<file path="src/rtl/ee_share_pkg.sv">
package ee_share_pkg;

    typedef enum logic [2:0] {
        S_IDLE    = 3'd0,
        S_QUIET   = 3'd1,
        S_CHECK   = 3'd2,
        S_ISSUE   = 3'd3,
        S_COLLECT = 3'd4,
        S_PARK    = 3'd5,
        S_RELEASE = 3'd6
    } arb_state_e;

    typedef struct packed {
        arb_state_e st;
        logic       done;
        logic       park;
        logic       ok;
        logic       tmo;
    } arb_ctl_t;

endpackage

</file>
<file path="src/rtl/ee_poll_ctr.sv">
module ee_poll_ctr #(
    parameter int MAX_POLLS = 1000
) (
    input  logic clk,
    input  logic rst_n,
    input  logic clr_i,
    input  logic inc_i,
    output logic last_o
);
    localparam int CW = (MAX_POLLS > 1) ? $clog2(MAX_POLLS) : 1;
    localparam logic [CW-1:0] LAST = CW'(MAX_POLLS - 1);

    logic [CW-1:0] cnt_d, cnt_q;

    always_comb begin
        cnt_d = cnt_q;
        if (clr_i)
            cnt_d = '0;
        else if (inc_i)
            cnt_d = cnt_q + 1'b1;
    end

    always_ff @(posedge clk or negedge rst_n) begin
        if (!rst_n)
            cnt_q <= '0;
        else
            cnt_q <= cnt_d;
    end

    assign last_o = (cnt_q == LAST);
endmodule

</file>
<file path="src/rtl/ee_word_collect.sv">
module ee_word_collect #(
    parameter int WORD_W    = 16,
    parameter int NUM_WORDS = 3
) (
    input  logic                        clk,
    input  logic                        rst_n,
    input  logic                        clr_i,
    input  logic                        valid_i,
    input  logic [WORD_W-1:0]           data_i,
    output logic                        last_o,
    output logic [WORD_W*NUM_WORDS-1:0] image_o
);
    localparam int IW = (NUM_WORDS > 1) ? $clog2(NUM_WORDS) : 1;
    localparam logic [IW-1:0] LAST_IDX = IW'(NUM_WORDS - 1);

    logic [IW-1:0] idx_d, idx_q;

    always_comb begin
        idx_d = idx_q;
        if (clr_i)
            idx_d = '0;
        else if (valid_i)
            idx_d = idx_q + 1'b1;
    end

    always_ff @(posedge clk or negedge rst_n) begin
        if (!rst_n)
            idx_q <= '0;
        else
            idx_q <= idx_d;
    end

    assign last_o = valid_i && (idx_q == LAST_IDX);

    for (genvar g = 0; g < NUM_WORDS; g++) begin : g_slot
        logic [WORD_W-1:0] slot_d, slot_q;

        always_comb begin
            slot_d = slot_q;
            if (clr_i)
                slot_d = '0;
            else if (valid_i && (idx_q == IW'(g)))
                slot_d = data_i;
        end

        always_ff @(posedge clk or negedge rst_n) begin
            if (!rst_n)
                slot_q <= '0;
            else
                slot_q <= slot_d;
        end

        assign image_o[g*WORD_W +: WORD_W] = slot_q;
    end
endmodule

</file>
<file path="src/rtl/ee_share_arb.sv">
module ee_share_arb
    import ee_share_pkg::*;
#(
    parameter int MAX_POLLS = 1000,
    parameter int WORD_W    = 16,
    parameter int NUM_WORDS = 3,
    parameter int BASE_ADDR = 8,
    parameter int ADDR_W    = 6,
    localparam int CNT_W    = $clog2(NUM_WORDS + 1),
    localparam int IMG_W    = WORD_W * NUM_WORDS
) (
    input  logic              clk,
    input  logic              rst_n,
    input  logic              start_i,
    output logic              req_o,
    output logic              done_o,
    input  logic              gnt_i,
    output logic              ee_idle_o,
    output logic              ee_clk_hi_o,
    output logic              rd_cmd_o,
    output logic [ADDR_W-1:0] rd_addr_o,
    output logic [CNT_W-1:0]  rd_cnt_o,
    input  logic              rd_busy_i,
    input  logic              rd_valid_i,
    input  logic [WORD_W-1:0] rd_data_i,
    output logic              cmpl_o,
    output logic              ok_o,
    output logic              timeout_o,
    output logic [IMG_W-1:0]  station_o
);
    arb_ctl_t ctl_d, ctl_q;
    logic     ctr_clr, ctr_inc, poll_last;
    logic     img_clr, word_vld, word_last;

    ee_poll_ctr #(.MAX_POLLS(MAX_POLLS)) u_poll (
        .clk    (clk),
        .rst_n  (rst_n),
        .clr_i  (ctr_clr),
        .inc_i  (ctr_inc),
        .last_o (poll_last)
    );

    // only words arriving after the command is accepted are stored
    assign word_vld = rd_valid_i && (ctl_q.st == S_COLLECT);

    ee_word_collect #(.WORD_W(WORD_W), .NUM_WORDS(NUM_WORDS)) u_words (
        .clk     (clk),
        .rst_n   (rst_n),
        .clr_i   (img_clr),
        .valid_i (word_vld),
        .data_i  (rd_data_i),
        .last_o  (word_last),
        .image_o (station_o)
    );

    always_comb begin
        ctl_d   = ctl_q;
        ctr_clr = 1'b0;
        ctr_inc = 1'b0;
        img_clr = 1'b0;
        case (ctl_q.st)
            S_IDLE: begin
                if (start_i) begin
                    ctl_d.st   = S_QUIET;
                    ctl_d.done = 1'b0;
                    ctl_d.park = 1'b0;
                    ctl_d.ok   = 1'b0;
                    ctl_d.tmo  = 1'b0;
                    ctr_clr    = 1'b1;
                    img_clr    = 1'b1;
                end
            end
            S_QUIET: ctl_d.st = S_CHECK;
            S_CHECK: begin
                if (gnt_i) begin
                    ctl_d.st = S_ISSUE;
                end else if (poll_last) begin
                    ctl_d.st   = S_PARK;
                    ctl_d.park = 1'b1;
                    ctl_d.tmo  = 1'b1;
                end else begin
                    ctr_inc  = 1'b1;
                    ctl_d.st = S_QUIET;
                end
            end
            S_ISSUE: begin
                if (!rd_busy_i)
                    ctl_d.st = S_COLLECT;
            end
            S_COLLECT: begin
                if (word_last) begin
                    ctl_d.st   = S_PARK;
                    ctl_d.park = 1'b1;
                    ctl_d.ok   = 1'b1;
                end
            end
            S_PARK: begin
                ctl_d.st   = S_RELEASE;
                ctl_d.done = 1'b1;
            end
            S_RELEASE: ctl_d.st = S_IDLE;
            default:   ctl_d.st = S_IDLE;
        endcase
    end

    always_ff @(posedge clk or negedge rst_n) begin
        if (!rst_n)
            ctl_q <= '{st: S_IDLE, done: 1'b0, park: 1'b0, ok: 1'b0, tmo: 1'b0};
        else
            ctl_q <= ctl_d;
    end

    assign req_o       = (ctl_q.st != S_IDLE) && (ctl_q.st != S_RELEASE);
    assign done_o      = ctl_q.done;
    assign ee_idle_o   = (ctl_q.st == S_QUIET);
    assign ee_clk_hi_o = ctl_q.park;
    assign rd_cmd_o    = (ctl_q.st == S_ISSUE);
    assign rd_addr_o   = ADDR_W'(BASE_ADDR);
    assign rd_cnt_o    = CNT_W'(NUM_WORDS);
    assign cmpl_o      = (ctl_q.st == S_RELEASE);
    assign ok_o        = ctl_q.ok;
    assign timeout_o   = ctl_q.tmo;
endmodule

</file>
<file path="config.mk">
export PLATFORM = sky130hd
export DESIGN_NAME = ee_share_arb
export DESIGN_NICKNAME = d
export VERILOG_FILES = /design/src/rtl/ee_share_pkg.sv /design/src/rtl/ee_poll_ctr.sv /design/src/rtl/ee_word_collect.sv /design/src/rtl/ee_share_arb.sv
export SDC_FILE = /design/constraint.sdc
export NUM_CORES = 1
export LEC_CHECK = 0
export CORE_UTILIZATION = 46
export CTS_BUF_LIST = sky130_fd_sc_hd__clkbuf_8
export CTS_CLUSTER_SIZE = 14
export DETAILED_ROUTE_END_ITERATION = 7
export PLACE_DENSITY_LB_ADDON = 0.3
export SKIP_LAST_GASP = 1
export SYNTH_ARGS = -nofsm -noshare
export SYNTH_HDL_FRONTEND = slang
export SYNTH_HIERARCHICAL = 1
export SYNTH_SLANG_ARGS = --single-unit
export TNS_END_PERCENT = 20
</file>
<file path="constraint.sdc">
create_clock -name clk -period 2.1 [get_ports clk]
set_input_delay 0.42 -clock clk [delete_from_list [all_inputs] [get_ports clk]]
set_output_delay 0.42 -clock clk [all_outputs]
set_load 0.005 [all_outputs]
</file>
==> results.md, run 1 <==
* Hold_ws at 76.9 ps
* # IOs at 86
* Fin crit period at 2050 ps
* Share of the synthesized area in the top cell type at 49.2%
* DRT iter0 DRCs at 107
* Root buffer cell: clkbuf_8
* Full die area at 0.00775 mm^2
* Synthesis-to-finish area growth at 35.3%
* Crit path max fanout at 8
* RSZ-0062 raised after global routing: yes
* Ys Warns at 6
* First-pass GRT wire length at 11.4 mm
* Worst Hold Class: primary input to async pin
* Clk sink count at 67
* Pleak at 2.18 nW
* Final nets at 414
* MaxCap Viol Count at 0
* Period utilization at 97.8%
* Status: finished, final reports clean
* Fin area at 0.00461 mm^2
* Cell Area, Synth at 0.00341 mm^2
* Clock buffers created by TritonCTS at 9
* Initial cell density of the core at 47.2%
* Post-DRT Antenna Nets at 0
* Post-synth EDFFs at 0
* Commonest non-fill, non-tap cell in the layout: clkdlybuf4s50_1
* Clock slew at the register clock pins of the worst setup and hold paths at 80 ps
* Layout cells sized above 1 at 13.5%
* Worst path arrival time at 1630 ps
* Commonest cells after routing, fill and taps aside: clkdlybuf4s50_1 (76), nand2b_1 (65), dfrtp_1 (65), mux2i_1 (50), buf_4 (20)
* DR WL/cell at 14.1 um
* Critical Path Sink Type: primary output
* Vias post-DR at 2,401
* Crit path buf inv count at 2
* Clock buffer depth at 2
* First-pass iteration count of the detailed router at 4
* Synth Instances at 296
* Critical-path top delay cell: clkdlybuf4s50_1
* Power Dens Cells at 1080 mW/mm^2
* Row count at 31
* Synth async-reset ratio at 100%
* Setup Viol. Count Final at 0
* Final hold vios at 0
* Dominant synthesized flop cell: dfrtp_1
* PortBufs at 77
* Maximum VDD drop at 0.752 mV
* CP required at 1680 ps
* Crit-path cells: buf_4 > nor3_1 > clkdlybuf4s50_1
* Dpl ws at -124 ps
* PnR worst setup slack at 45.6 ps
* Placeable Area at 0.00721 mm^2
* Seq cells post-synth at 67
* Setup CP Type: flop to primary output
* Die Width at 88.0 um
* Die Ht at 88.0 um
* CP delay by family, top: buffers and inverters
* CP Launch Type: flop
* Drt drc at 0
* Max Fclk at 0.487 GHz
* Seq/Total Area, Yosys at 49.2%
* Avg Cell Area, Syn at 11.5 um^2
* Final HPWL from detailed placement at 4.69 mm
* CTS tree: built
* ANT cells at 0
* Flop-to-flop setup slack at 80 ps
* Total gr overflow at 0
* Area after DPL at 0.00432 mm^2
* Dominant cells by area after synthesis: dfrtp_1 (49%), mux2i_1 (15%), nand2b_1 (12%)
* Routed WL at 6.95 mm
* Final Util at 63.9%
* H-tree depth at 3
* Worst skew pair latency at 340 ps
* Skew final at 12.7 ps
* Via-per-instance ratio at 4.88
* Netlist cell types at 44
* Largest net degree at the start of global routing at 68
* Vias in the first global route at 2,335
* RD Place Congestion at 0.829
* Total GRT Usage at 19.8%
* Crit path largest cell delay at 540 ps
* Initial antenna violation count at 0
* Yosys top cell by area: dfrtp_1
* Slew Limit Fails at 0
sequential cells by signal, summed over array words and instances (netlist names):
register               cells
u_words/idx_q              2
ctl_q                      3
u_poll/cnt_q              10
timeout_o                  1
ok_o                       1
done_o                     1
ee_clk_hi_o                1
u_words/g_slot.slot_q     48
timing repair:
item	in CTS	in global routing
hold buffers	0	0
gates resized for setup	2	0
buffers inserted	0	3
setup endpoints to repair	2	6
per-layer routing:
layer  GRT usage, %  routed length (um)
met4           8.80                  87
met3           3.68                 245
met2           32.8                3520
met1           25.3                3100
met5              0                   0
cell usage after synthesis (3+ instances only):
library cell  count
buf_2             3
nand2_1           6
or4_1             4
mux2i_1          50
nor3_1            4
dfrtp_1          67
inv_1             5
xnor2_1           3
o31ai_1           4
a21oi_1          12
xor2_1            3
nand2b_1         65
clkbuf_1          3
buf_6             5
buf_4            11
nor2_1           13
ha_1              4
worst reg2reg max path, delay by kind of cell, from the launching register on:
kind	cells	cell delay, ps
AO/OA/AOI/OAI	2	260
adder cells (fa/ha/maj)	1	240
buffers and inverters	1	180
flip-flops	1	430
AND/OR/NAND/NOR	4	850
cell families (layout without fill, tap and decap cells):
group,Yosys count,in the layout,share of synthesized area [%]
flip-flops,67,67,49.2
other,2,8,0.221
AO/OA/AOI/OAI,25,25,5.18
adder cells (fa/ha/maj),4,4,1.47
multiplexers,50,50,14.7
AND/OR/NAND/NOR,110,110,20.5
buffers and inverters,32,123,7.13
XOR/XNOR,6,6,1.54
area by class of cell:
class                   count  area [um^2]
clock inverters             7          140
fillers                   590         2610
multi-input cells         203         1520
clock buffers               9          124
inverters                   6         27.5
flip-flops and latches     67         1680
well taps                  99          124
repair buffers            101          996
metrics by stage:
step / cells / total power [mW] / TNS (ps)
after floorplan: 302 / 2.70 / 0
after global placement: 473 / 3.50 / -823
after detailed placement: 473 / 3.54 / -1200
after CTS: 489 / 4.99 / 0
after global routing: 492 / 5.29 / -203
final: 492 / 4.98 / 0
power breakdown:
part | total, mW | leakage, nW | internal [mW] | switching [mW]
Combinational | 1.78 | 1.13 | 1.05 | 0.736
Clock | 1.41 | 0.131 | 0.909 | 0.505
Sequential | 1.79 | 0.918 | 1.57 | 0.217
final timing paths:
check,startpoint,end,depth (start not counted)
max,ctl_q[6],rd_cmd_o,3
min,rst_n,u_words/g_slot[0].slot_q[1],2
max reg2reg,u_poll/cnt_q[1],u_poll/cnt_q[9],8
min reg2reg,timeout_o,timeout_o,1
max in group asynchronous,rst_n,ctl_q[4],2
min in group clk,timeout_o,timeout_o,1
(Power assumes the default switching activity.)
==> run 2, diff against run 1 <==
Settings changed: CORE_ASPECT_RATIO from default to 2.
==> results.md, run 2 (synthesis results as in run 1) <==
* Clock buffers created by TritonCTS at 9 (unchanged)
* Routed WL at 7.22 mm (+3.8%)
* Pleak at 2.15 nW (-1.5%)
* Root buffer cell: clkbuf_8
* Clk sink count at 67 (unchanged)
* Psw at 1.39 mW (-4.3%)
* Final Util at 62.8% (-1.1 points)
* Clock buffer depth at 2 (unchanged)
* Synthesis-to-finish area growth at 32.9%
* CP Launch Type: flop
* Critical path depth in cells at 8 (+5)
* Vias in the first global route at 2,357 (+0.94%)
* DP Cell Count at 463 (-2.1%)
* Power Dens Cells at 1010 mW/mm^2 (-6.5%)
* Largest net degree at the start of global routing at 43 (-37%)
* Post-DRT Antenna Nets at 0 (unchanged)
* Final hold vios at 0 (unchanged)
* Initial cell density of the core at 47.2% (about the same)
* Switching portion of total power at 30.5% (+1.2 points)
* Filler cells at 585 (-0.85%)
* Skew final at 9.86 ps (-2.84 ps)
* Critical-path top delay cell: dfrtp_2
* Die Ht at 124 um (+40%)
* Critical Path Sink Type: flop
* CP required at 2360 ps (+680 ps)
* Worst path arrival time at 2300 ps (+670 ps)
* Dpl ws at -172 ps (-48.0 ps)
* Commonest cells after routing, fill and taps aside: clkdlybuf4s50_1 (76), nand2b_1 (65), dfrtp_1 (63), mux2i_1 (50), buf_4 (21)
* PortBufs at 77 (unchanged)
* Setup Viol. Count Final at 0 (unchanged)
* Comb power frac at 37.5% (+1.7 points)
* Maximum VDD drop at 0.585 mV (-22%)
* Initial antenna violation count at 0 (unchanged)
* Placeable Area at 0.00721 mm^2 (about the same)
* Vias post-DR at 2,407 (+0.25%)
* Commonest non-fill, non-tap cell in the layout: clkdlybuf4s50_1
* Power share of the clock group at 22.8% (-5.6 points)
* Status: finished, final reports clean
* DRT iter0 DRCs at 105 (-1.9%)
* Crit path max fanout at 9 (+1)
* Final Non-Filler Cells at 484 (-1.6%)
* Final HPWL from detailed placement at 5.19 mm (+11%)
* # IOs at 86 (unchanged)
* Crit path largest cell delay at 430 ps (-110 ps)
* FF-to-FF Start: u_poll/cnt_q[0]
* Die Width at 62.8 um (-29%)
* Setup_tns at 0 ps (unchanged)
* Worst Hold Class: primary input to async pin
* CP startpoint: u_poll/cnt_q[0]
* Crit path buf inv count at 1 (-1)
* Max reg flops at 48 (unchanged)
* Period utilization at 97.2% (-0.61 points)
* Total gr overflow at 0 (unchanged)
* Drt drc at 0 (unchanged)
* Full die area at 0.00777 mm^2 (+0.27%)
* Fraction of power consumed by sequential logic at 39.7% (+3.9 points)
* First-pass iteration count of the detailed router at 4 (unchanged)
* PnR worst setup slack at 58.5 ps (+12.9 ps)
* Biggest regs: u_words/g_slot.slot_q (48), u_poll/cnt_q (10), ctl_q (3)
* H-tree depth at 3 (unchanged)
* Via-per-instance ratio at 4.97 (+1.9%)
* MaxCap Viol Count at 0 (unchanged)
* RSZ-0062 raised after global routing: yes
* Worst reg2reg path depth at 8 (unchanged)
* Final nets at 414 (unchanged)
* ANT cells at 0 (unchanged)
* Clock slew at the register clock pins of the worst setup and hold paths at 70 ps (about the same)
* Max Fclk at 0.490 GHz (+0.63%)
* Worst skew pair latency at 340 ps (about the same)
* Total GRT Usage at 19.6% (-0.22 points)
* Slew Limit Fails at 0 (unchanged)
* DR WL/cell at 14.9 um (+5.5%)
* Fin crit period at 2040 ps (-12.9 ps)
* Layout cells sized above 1 at 14.5% (+1.1 points)
* Largest Register: u_words/g_slot.slot_q
* Crit-path cells: ha_2 > nand2_2 > nor3_1 > nor4b_1 > buf_4 > o211ai_4 > or4_1 > a21oi_1
* Hold_ws at 502 ps (+425 ps)
* RD Place Congestion at 0.784 (-5.5%)
* Row count at 44 (+42%)
* First-pass GRT wire length at 11.4 mm (about the same)
* Setup CP Type: flop to flop
* Internal power at 3.18 mW (-9.8%)
* CTS tree: built
* CP delay by family, top: simple AND/OR/NAND/NOR gates
==> run 2: cell count changes in the layout (fill, tap and decap cells not counted), sizes merged <==
cell         previous run  this run
bufinv                  4         1
clkbuf                  9        11
buf                    25        24
clkinv                  0         1
clkinvlp                1         0
dlygate4sd3             0         1
==> run 2: through the flow <==
| stage | instance area [um^2] | power, mW |
|---|---|---|
| floorplan | 3430 | 2.70 |
| CTS | 4470 | 4.55 |
| finish | 4530 | 4.58 |
| global placement | 4260 | 3.44 |
| detailed placement | 4260 | 3.49 |
| global route | 4530 | 4.86 |
==> run 2: area by class of cell <==
| class | instances | area, um^2 | share of cell area, % |
|---|---|---|---|
| tap | 92 | 115 | 2.54 |
| multi-input combinational | 203 | 1530 | 33.9 |
| clock inverter | 4 | 42.5 | 0.940 |
| timing repair buffer | 101 | 973 | 21.5 |
| clock buffer | 11 | 151 | 3.35 |
| inverter | 6 | 27.5 | 0.608 |
| sequential | 67 | 1680 | 37.2 |
==> run 2: power by group through the flow <==
stage	Clock, mW	Sequential [mW]	Combinational (mW)
2_1_floorplan	0	1.76	0.939
4_1_cts	1.08	1.83	1.64
5_1_grt	1.13	1.86	1.88
6_report	1.04	1.82	1.72
3_5_place_dp	0	1.85	1.63
3_3_place_gp	0	1.84	1.60
==> run 2: layer usage <==
layer | wire length [um] | up-vias | part of all wire [%] | track usage (%)
met3 | 221 | 7 | 3.1 | 3.48
met2 | 3940 | 55 | 55 | 35.0
met4 | 95 | 0 | 1.3 | 9.16
met5 | 0 | - | 0 | 0
li1 | - | 1166 | - | -
met1 | 2960 | 1179 | 41 | 22.5
==> run 2: final timing paths <==
kind / end / slack (ps)
max: u_poll/cnt_q[9] / 60
max in group asynchronous: u_words/g_slot[0].slot_q[9] / 1030
max reg2reg: u_poll/cnt_q[9] / 60
min reg2reg: timeout_o / 520
min in group clk: timeout_o / 520
min: u_words/g_slot[2].slot_q[1] / 500
==> run 2: repair_timing <==
item	4_1_cts	5_1_grt
hold buffers	1	0
pin swaps	0	2
resized for setup	1	8
hold endpoints to repair	10	0
setup buffers	0	5
endpoints found under the setup margin	4	9
==> run 3, diff against run 2 <==
Settings changed: PLACE_DENSITY from default to 0.9, PLACE_DENSITY_LB_ADDON 0.3 to default.
==> results.md, run 3 (synthesis results as in run 1) <==
* DRT iter0 DRCs at 129 (+23%)
* Skew final at 3.80 ps (-6.06 ps)
* Full die area at 0.00777 mm^2 (unchanged)
* Synthesis-to-finish area growth at 30.6%
* Clock buffer depth at 2 (unchanged)
* ANT cells at 0 (unchanged)
* First-pass iteration count of the detailed router at 4 (unchanged)
* Status: finished with violations
* Clock buffers created by TritonCTS at 9 (unchanged)
* Largest net degree at the start of global routing at 45 (+4.7%)
* Total GRT Usage at 20.4% (+0.87 points)
* Vias post-DR at 2,429 (+0.91%)
* Final nets at 409 (-1.2%)
* CP Launch Type: flop
* Worst skew pair latency at 340 ps (about the same)
* Psw at 1.38 mW (-0.90%)
* Crit path max fanout at 8 (-1)
* Initial antenna violation count at 0 (unchanged)
* RSZ-0062 raised after global routing: yes
* H-tree depth at 3 (unchanged)
* Power share of the clock group at 20.3% (-2.5 points)
* Final Util at 61.7% (-1.1 points)
* Power Dens Cells at 991 mW/mm^2 (-2.0%)
* Switching portion of total power at 31.3% (+0.87 points)
* Placeable Area at 0.00721 mm^2 (unchanged)
* Worst reg2reg path depth at 8 (unchanged)
* # IOs at 86 (unchanged)
* MaxCap Viol Count at 0 (unchanged)
* Die Width at 62.8 um (unchanged)
* Layout cells sized above 1 at 12.2% (-2.3 points)
* Biggest regs: u_words/g_slot.slot_q (48), u_poll/cnt_q (10), ctl_q (3)
* Final HPWL from detailed placement at 5.29 mm (+1.9%)
* RD Place Congestion at 0.881 (+12%)
* Internal power at 3.03 mW (-4.9%)
* Root buffer cell: clkbuf_8
* Setup Viol. Count Final at 2 (+2)
* Die Ht at 124 um (unchanged)
* Setup CP Type: flop to flop
* Failing checks: setup timing
* Pleak at 2.11 nW (-2.0%)
* PortBufs at 77 (unchanged)
* Final hold vios at 0 (unchanged)
* Slew Limit Fails at 0 (unchanged)
* Max reg flops at 48 (unchanged)
* Commonest non-fill, non-tap cell in the layout: clkdlybuf4s50_1
* Commonest cells after routing, fill and taps aside: clkdlybuf4s50_1 (76), nand2b_1 (65), dfrtp_1 (65), mux2i_1 (50), buf_4 (16)
* First-pass GRT wire length at 11.8 mm (+3.0%)
* Drt drc at 0 (unchanged)
* CTS tree: built
* Total Power at 4.41 mW (-3.6%)
* Routed WL at 7.39 mm (+2.4%)
* DR WL/cell at 15.5 um (+4.1%)
* Largest Register: u_words/g_slot.slot_q
* Clk sink count at 67 (unchanged)
* Worst path arrival time at 2410 ps (+110 ps)
* Post-DRT Antenna Nets at 0 (unchanged)
* Slew margin rel. at 63.3%
* Vias in the first global route at 2,459 (+4.3%)
* Clock slew at the register clock pins of the worst setup and hold paths at 60 ps (about the same)
* PnR worst setup slack at -49.4 ps (-108 ps)
* Row count at 44 (unchanged)
* Fraction of power consumed by sequential logic at 41.2% (+1.5 points)
* Period utilization at 102% (+5.1 points)
* Comb power frac at 38.6% (+1.1 points)
* Fin crit period at 2150 ps (+108 ps)
* Maximum VDD drop at 0.644 mV (+10%)
* Critical Path Sink Type: flop
* Via-per-instance ratio at 5.10 (+2.6%)
* CP required at 2360 ps (about the same)
* Initial cell density of the core at 47.2% (unchanged)
* Total gr overflow at 0 (unchanged)
* Worst Hold Class: primary input to async pin
* Worst Tran Pin Value at 551 ps
* Max Fclk at 0.465 GHz (-5.0%)
run 3: final timing paths:
kind | start | endpoint | slack, ps
max in group asynchronous | rst_n | ctl_q[4] | 1410
setup / recovery | u_poll/cnt_q[1] | u_poll/cnt_q[6] | -50
hold / removal | rst_n | u_words/g_slot[0].slot_q[12] | 60
setup reg to reg | u_poll/cnt_q[1] | u_poll/cnt_q[6] | -50
hold reg to reg | u_words/g_slot[1].slot_q[1] | u_words/g_slot[1].slot_q[1] | 550
min in group clk | u_words/g_slot[1].slot_q[1] | u_words/g_slot[1].slot_q[1] | 550
run 3: per-stage QoR:
step	setup WS [ps]	std cells	TNS, ps	hold slack (ps)	area (um^2)
2_1_floorplan	143	302	0	124	3430
4_1_cts	-50.1	473	-86.3	59.3	4420
6_report	-49.4	476	-50.1	61.0	4450
3_5_place_dp	-171	461	-5030	433	4260
5_1_grt	-138	476	-503	78.7	4450
3_3_place_gp	-95.1	461	-2910	432	4260
run 3: power by group through the flow:
stage / Sequential (mW) / Clock [mW] / Combinational, mW
final: 1.82 / 0.893 / 1.70
after global routing: 1.84 / 0.985 / 1.86
after CTS: 1.82 / 0.931 / 1.66
after detailed placement: 1.83 / 0 / 1.65
after global placement: 1.82 / 0 / 1.60
after floorplan: 1.76 / 0 / 0.939
run 3: routing by layer:
layer	up-vias	share of wire [%]	global-route usage, %
met4	0	1.8	10.3
met1	1197	38	21.0
met5	-	0	0
met2	65	56	37.7
met3	12	3.4	5.40
li1	1155	-	-
run 3: critical path: stages, from the launching register on:
cell and delay, ps:
dfrtp_1 420, ha_2 210, nand2_2 110, nor3_1 90, nor4b_1 330, buf_4 200, o211ai_4 100, or4_1 450
a21oi_1 180
run 3: area by class of cell:
cell class | instances | area, um^2
timing repair buffer | 96 | 946
clock inverter | 1 | 3.75
tap | 92 | 115
clock buffer | 11 | 151
inverter | 6 | 27.5
multi-input combinational | 203 | 1530
fill | 581 | 2760
sequential | 67 | 1680
run 3: timing repair:
item / 4_1_cts / 5_1_grt
hold endpoints to repair: 0 / 0
endpoints found under the setup margin: 7 / 7
resized for setup: 3 / 2
hold buffers: 0 / 0
buffers inserted: 0 / 3
pin swaps: 1 / 1
